[config.mk]
export PLATFORM = sky130hd
export DESIGN_NAME = arith_slice2
export DESIGN_NICKNAME = d
export VERILOG_FILES = /design/src/rtl/arith_slice2_pkg.sv /design/src/rtl/arith_slice2_adder.sv /design/src/rtl/arith_slice2_counter.sv /design/src/rtl/arith_slice2_cmp.sv /design/src/rtl/arith_slice2.sv
export SDC_FILE = /design/constraint.sdc
export NUM_CORES = 1
export LEC_CHECK = 0
export ABC_CLOCK_PERIOD_IN_PS = 1850
export BUFFER_PORTS_ARGS = -buffer_cell sky130_fd_sc_hd__buf_2
export CORE_AREA = 3 3 40 42
export CTS_CLUSTER_SIZE = 28
export DETAILED_ROUTE_END_ITERATION = 16
export DIE_AREA = 0 0 43 45
export PLACE_DENSITY = 0.6
export SLEW_MARGIN = 15
export SYNTH_ARGS = -nofsm -noshare
export SYNTH_HDL_FRONTEND = slang
export SYNTH_SLANG_ARGS = --single-unit
[constraint.sdc]
create_clock -name clk -period 1.85 [get_ports clk]
set_clock_uncertainty 0.2 [all_clocks]
set_input_delay 0.185 -clock clk [delete_from_list [all_inputs] [get_ports clk]]
set_output_delay 0.185 -clock clk [all_outputs]
set_load 0.02 [all_outputs]
[src/rtl/arith_slice2_pkg.sv]
package arith_slice2_pkg;

  typedef enum logic [2:0] {
    OP_ADD    = 3'd0,
    OP_SUB    = 3'd1,
    OP_ADDSUB = 3'd2,
    OP_UP     = 3'd3,
    OP_DOWN   = 3'd4,
    OP_UPDN   = 3'd5,
    OP_CMP    = 3'd6,
    OP_SPARE  = 3'd7
  } slice_op_e;

  function automatic logic op_counts(slice_op_e o);
    return (o == OP_UP) || (o == OP_DOWN) || (o == OP_UPDN);
  endfunction

  function automatic logic op_inverts(slice_op_e o, logic sel);
    return (o == OP_SUB) || (o == OP_CMP) || ((o == OP_ADDSUB) && sel);
  endfunction

endpackage

[src/rtl/arith_slice2_adder.sv]
module arith_slice2_adder #(
  parameter int W = 2
) (
  input  logic [W-1:0] a,
  input  logic [W-1:0] bx,
  input  logic         cin,
  output logic [W-1:0] sum,
  output logic         cout,
  output logic         grp_g,
  output logic         grp_p
);

  logic [W:0] carry;
  assign carry[0] = cin;

  // Bit-level ripple path
  generate
    for (genvar i = 0; i < W; i++) begin : g_bit
      assign sum[i]     = a[i] ^ bx[i] ^ carry[i];
      assign carry[i+1] = (a[i] & bx[i]) | ((a[i] ^ bx[i]) & carry[i]);
    end
  endgenerate

  assign cout = carry[W];

  // Group terms folded from the LSB upward, independent of the ripple path
  always_comb begin
    grp_g = 1'b0;
    grp_p = 1'b1;
    for (int i = 0; i < W; i++) begin
      grp_g = (a[i] & bx[i]) | ((a[i] ^ bx[i]) & grp_g);
      grp_p = grp_p & (a[i] ^ bx[i]);
    end
  end

endmodule

[src/rtl/arith_slice2_counter.sv]
module arith_slice2_counter #(
  parameter int W = 2
) (
  input  logic         clk,
  input  logic         aclr,
  input  logic         load,
  input  logic [W-1:0] d,
  input  logic         inc,
  input  logic         dec,
  output logic [W-1:0] q
);

  localparam logic [W-1:0] STEP = {{(W-1){1'b0}}, 1'b1};

  // Priority: clear, then preload, then step
  always_ff @(posedge clk or posedge aclr) begin
    if (aclr)      q <= '0;
    else if (load) q <= d;
    else if (inc)  q <= q + STEP;
    else if (dec)  q <= q - STEP;
  end

  assert_clear_R10: assert property (@(posedge clk) aclr |-> (q == '0))
    else $error("counter not cleared under aclr");

  assert_load_R9: assert property (@(posedge clk) disable iff (aclr)
    load |=> (q == $past(d)))
    else $error("preload not taken");

  assert_hold_R8: assert property (@(posedge clk) disable iff (aclr)
    (!load && !inc && !dec) |=> (q == $past(q)))
    else $error("counter moved while idle");

  assert_step_up_R5: assert property (@(posedge clk) disable iff (aclr)
    (!load && inc) |=> (q == $past(q) + STEP))
    else $error("up step wrong");

  assert_step_dn_R6: assert property (@(posedge clk) disable iff (aclr)
    (!load && !inc && dec) |=> (q == $past(q) - STEP))
    else $error("down step wrong");

endmodule

[src/rtl/arith_slice2_cmp.sv]
module arith_slice2_cmp #(
  parameter int W = 2
) (
  input  logic [W-1:0] a,
  input  logic [W-1:0] b,
  output logic         ge,
  output logic         ne,
  output logic         le
);

  always_comb begin
    ge = (a >= b);
    le = (a <= b);
    ne = (a != b);
  end

endmodule

[src/rtl/arith_slice2.sv]
module arith_slice2
  import arith_slice2_pkg::*;
#(
  parameter int W = 2
) (
  input  logic         clk,
  input  logic         aclr,
  input  logic [2:0]   op,
  input  logic         sub_sel,
  input  logic         dir_up,
  input  logic         load,
  input  logic         cin,
  input  logic [W-1:0] a,
  input  logic [W-1:0] b,
  output logic [W-1:0] res,
  output logic         cout,
  output logic         grp_g,
  output logic         grp_p,
  output logic         ge,
  output logic         ne,
  output logic         le
);

  slice_op_e    op_e;
  logic         invert_b;
  logic         count_mode;
  logic         count_up;
  logic         inc;
  logic         dec;
  logic [W-1:0] bx;
  logic [W-1:0] sum;
  logic         add_cout;
  logic         add_g;
  logic         add_p;
  logic [W-1:0] q;
  logic         cnt_cout;

  always_comb begin
    op_e       = slice_op_e'(op);
    invert_b   = op_inverts(op_e, sub_sel);
    count_mode = op_counts(op_e);
    count_up   = (op_e == OP_UP) || ((op_e == OP_UPDN) && dir_up);
    inc        = count_mode && cin && count_up;
    dec        = count_mode && cin && !count_up;
    bx         = invert_b ? ~b : b;
  end

  arith_slice2_adder #(.W(W)) u_adder (
    .a     (a),
    .bx    (bx),
    .cin   (cin),
    .sum   (sum),
    .cout  (add_cout),
    .grp_g (add_g),
    .grp_p (add_p)
  );

  arith_slice2_counter #(.W(W)) u_counter (
    .clk  (clk),
    .aclr (aclr),
    .load (load),
    .d    (a),
    .inc  (inc),
    .dec  (dec),
    .q    (q)
  );

  arith_slice2_cmp #(.W(W)) u_cmp (
    .a  (a),
    .b  (b),
    .ge (ge),
    .ne (ne),
    .le (le)
  );

  always_comb begin
    cnt_cout = count_up ? (cin && (&q)) : (cin && !(|q));
    res      = count_mode ? q : sum;
    cout     = count_mode ? cnt_cout : add_cout;
    grp_g    = count_mode ? 1'b0 : add_g;
    grp_p    = count_mode ? 1'b0 : add_p;
  end

  assert_cout_gp_R4: assert property (@(posedge clk) disable iff (aclr)
    !count_mode |-> (cout == (grp_g | (grp_p & cin))))
    else $error("carry out disagrees with group terms");

  assert_cmp_flags_R11: assert property (@(posedge clk) disable iff (aclr)
    (ge || le) && (ne == !(ge && le)))
    else $error("comparator flags inconsistent");

endmodule

==> flow_summary.yaml <==
outcome:
  status: "complete, but fails checks"
  violations: "setup timing"
timing:
  worstMarginPinSlew_ps: 325
  fin_tns_setup_ps: -1060
  finalHoldViolCount: 0
  fin_crit_ps: 2260
  maxSlewHeadroom_pct: 78.3
  finalSetupViolCount: 5
  fin_crit_sh_pct: 122
  grt_setup_unrepaired: "true"
  fmax_ghz: 0.443
  worst_slack_ps: -406
  drv_slew: 0
worst_setup_path:
  end_kind: "output port"
  critPathMaxStageDelay_ps: 500
  path_cells: "buf_8 -> o21ai_2 -> nor2_1 -> a21oi_2 -> xnor2_2 -> fa_2 -> fa_1 -> nand2_2 -> o21ai_4 -> buf_6"
  start_kind: "input port"
  arrival_ps: 1870
  worstPathRequired_ps: 1460
  cp_max_fo: 3
  crit_slowest_cell: "fa_1"
  path_class: "in -> out"
synthesis:
  syn_area_um2: 422
  yosys.area.top_type: "dfrtp_1"
  avgSynthCellArea_um2: 7.81
  ys_warn_count: 0
  async_flop_share_pct: 100
  syn_inst: 54
  syn_nets: 73
  ys_types: 27
  yosysMostFrequentCell: "nand2_1"
  synth_edf_count: 0
  synth-seq-cells: 2
  synth_top_cells_by_area: "dfrtp_1, ha_1, fa_1"
  synth_top_cell_area_share_pct: 11.9
  synthTopCellsByCount: "nand2_1, inv_1, ha_1, o21ai_0"
  synthFlopType: "dfrtp_1"
  ys_seq_area_share_pct: 11.9
power_and_ir_drop:
  switching_share_pct: 40.1
  power_density_nw_per_um2: 565
  pwr-share-comb_pct: 63.2
  ir_drop_uv: 201
  leakagePower_nw: 0.381
  totalPowerFinal_w: 0.000414
  seq_power_share_pct: 13.6
  switching_power_w: 0.000166
  clock_power_share_pct: 23.2
  p_int_w: 0.000248
global_routing:
  gr-total-overflow: 0
  grt_antenna_before_repair: 0
  first_global_vias: 491
  grt_max_degree: 7
  grt_pass1_wl_mm: 1.95
  grt_usage_pct: 12.9
clock_tree:
  worstSkewPairLatency_ps: 220
  numCtsBuffers: 3
  cts_tree: "yes"
  clk_pin_slew_ps: 30
  cts_max_path_buffers: 2
  cts.sinks: 2
  cts_root_buf: "clkbuf_4"
  htreeDepth: 1
final_layout:
  layout.cells.non_filler: 101
  nets: 107
  top_regs: "u_counter.q: 2 flops"
  area_growth_pct: 73.9
  antenna_cells: 0
  drive_gt1_share_pct: 52.3
  largest_register_ff_count: 2
  fillers: 114
  regMostFlops: "u_counter.q"
placement:
  dp_hpwl_um: 916
  dpl.cell_count: 96
  io_buffers: 20
  gp_congestion: 0.701
drt:
  vias: 510
  ant_nets: 0
  firstDrtPassIters: 4
  drt_iter0_drc: 11
  finalWirelength_mm: 1.12
  via_per_inst: 5.05
  drc: 0
  routedWlPerCell_um: 11.0
die:
  ios: 21
  core_area_um2: 1280
  start_util_pct: 32.8
  die_w_um: 43
  die_area_um2: 1940
  row_count: 13
  die_h_um: 45
worst_hold_path:
  min_path_type: "in -> reg"
flow_run:
  cap_violations: 0
## area by class of cell
type / count / area (µm²) / share of cell area [%]
multi-input combinational: 46 / 417 / 56.8
timing repair buffer: 30 / 206 / 28.2
sequential: 2 / 50.0 / 6.83
clock buffer: 3 / 22.5 / 3.07
inverter: 5 / 18.8 / 2.56
tap: 15 / 18.8 / 2.56
## timing repair
item,in CTS,in global routing
endpoints found under the hold margin,2,0
gates cloned,0,0
pin swaps,5,5
buffers inserted,0,1
hold buffers,1,0
setup endpoints to repair,5,5
resized for setup,10,7
## power by group through the flow
stage	Clock, W	Combinational, W	Sequential (W)
4_1_cts	0.000100	0.000244	0.0000557
3_3_place_gp	0	0.000211	0.0000561
5_1_grt	0.000104	0.000288	0.0000571
6_report	0.0000963	0.000262	0.0000562
2_1_floorplan	0	0.000138	0.0000545
3_5_place_dp	0	0.000215	0.0000562
## worst paths after layout
kind / to / start / cells past startpoint / slack (ps)
worst max-delay path: res[1] / op[2] / 10 / -410
worst min-delay path: u_counter.q[0] / load / 2 / 30
worst max register to register: u_counter.q[1] / u_counter.q[1] / 4 / 550
worst min register to register: u_counter.q[1] / u_counter.q[0] / 3 / 430
max in group asynchronous: u_counter.q[0] / aclr / 3 / 1190
min in group asynchronous: u_counter.q[1] / aclr / 3 / 150
## layout by cell type, fill, tap and decap left out, types with 2 or more instances in the layout
master and count:
ha_1 3, o21ai_4 2, buf_6 3, buf_2 16, buf_4 9, o21ai_1 2, clkbuf_4 3, inv_1 5
o21ai_0 2, o21ai_2 2, dfrtp_1 2, nor2_1 2, a21oi_2 2, nand2_1 7
## stage by stage
stage / instance area (µm²) / utilization, % / hold slack (ps) / setup slack [ps]
floorplan: 443 / - / -274 / -174
global placement: 611 / 47.5 / -170 / -465
detailed placement: 611 / 47.5 / -165 / -466
CTS: 691 / 53.7 / 21.3 / -366
global route: 733 / 57.1 / 28.1 / -492
finish: 733 / 57.1 / 28.8 / -406
## kinds of logic (layout without fill, tap and decap cells)
logic type                 after synthesis  in the layout  synth area share, %
and+or+nand+nor                         21             21                 26.7
AOI/OAI and AO/OA                       15             15                 24.3
adders and majority gates                6              6                 21.4
buffers and inverters                    6             38                 7.12
xor gates and xnor gates                 3              3                 6.23
DFF                                      2              2                 11.9
muxes                                    1              1                 2.37
## critical path, delay by kind of cell
family / cells / cell delay, ps
buffers and inverters: 2 / 230
AND/OR/NAND/NOR: 2 / 120
AO/OA/AOI/OAI: 3 / 380
adder cells (fa/ha/maj): 2 / 850
XOR/XNOR: 1 / 120
## routing by layer
metal	wire, µm	GRT usage, %
met1	469	15.2
met2	586	24.6
met3	51	1.59
met4	10	3.61
met5	0	0
Power figures use the tool's default switching activity.
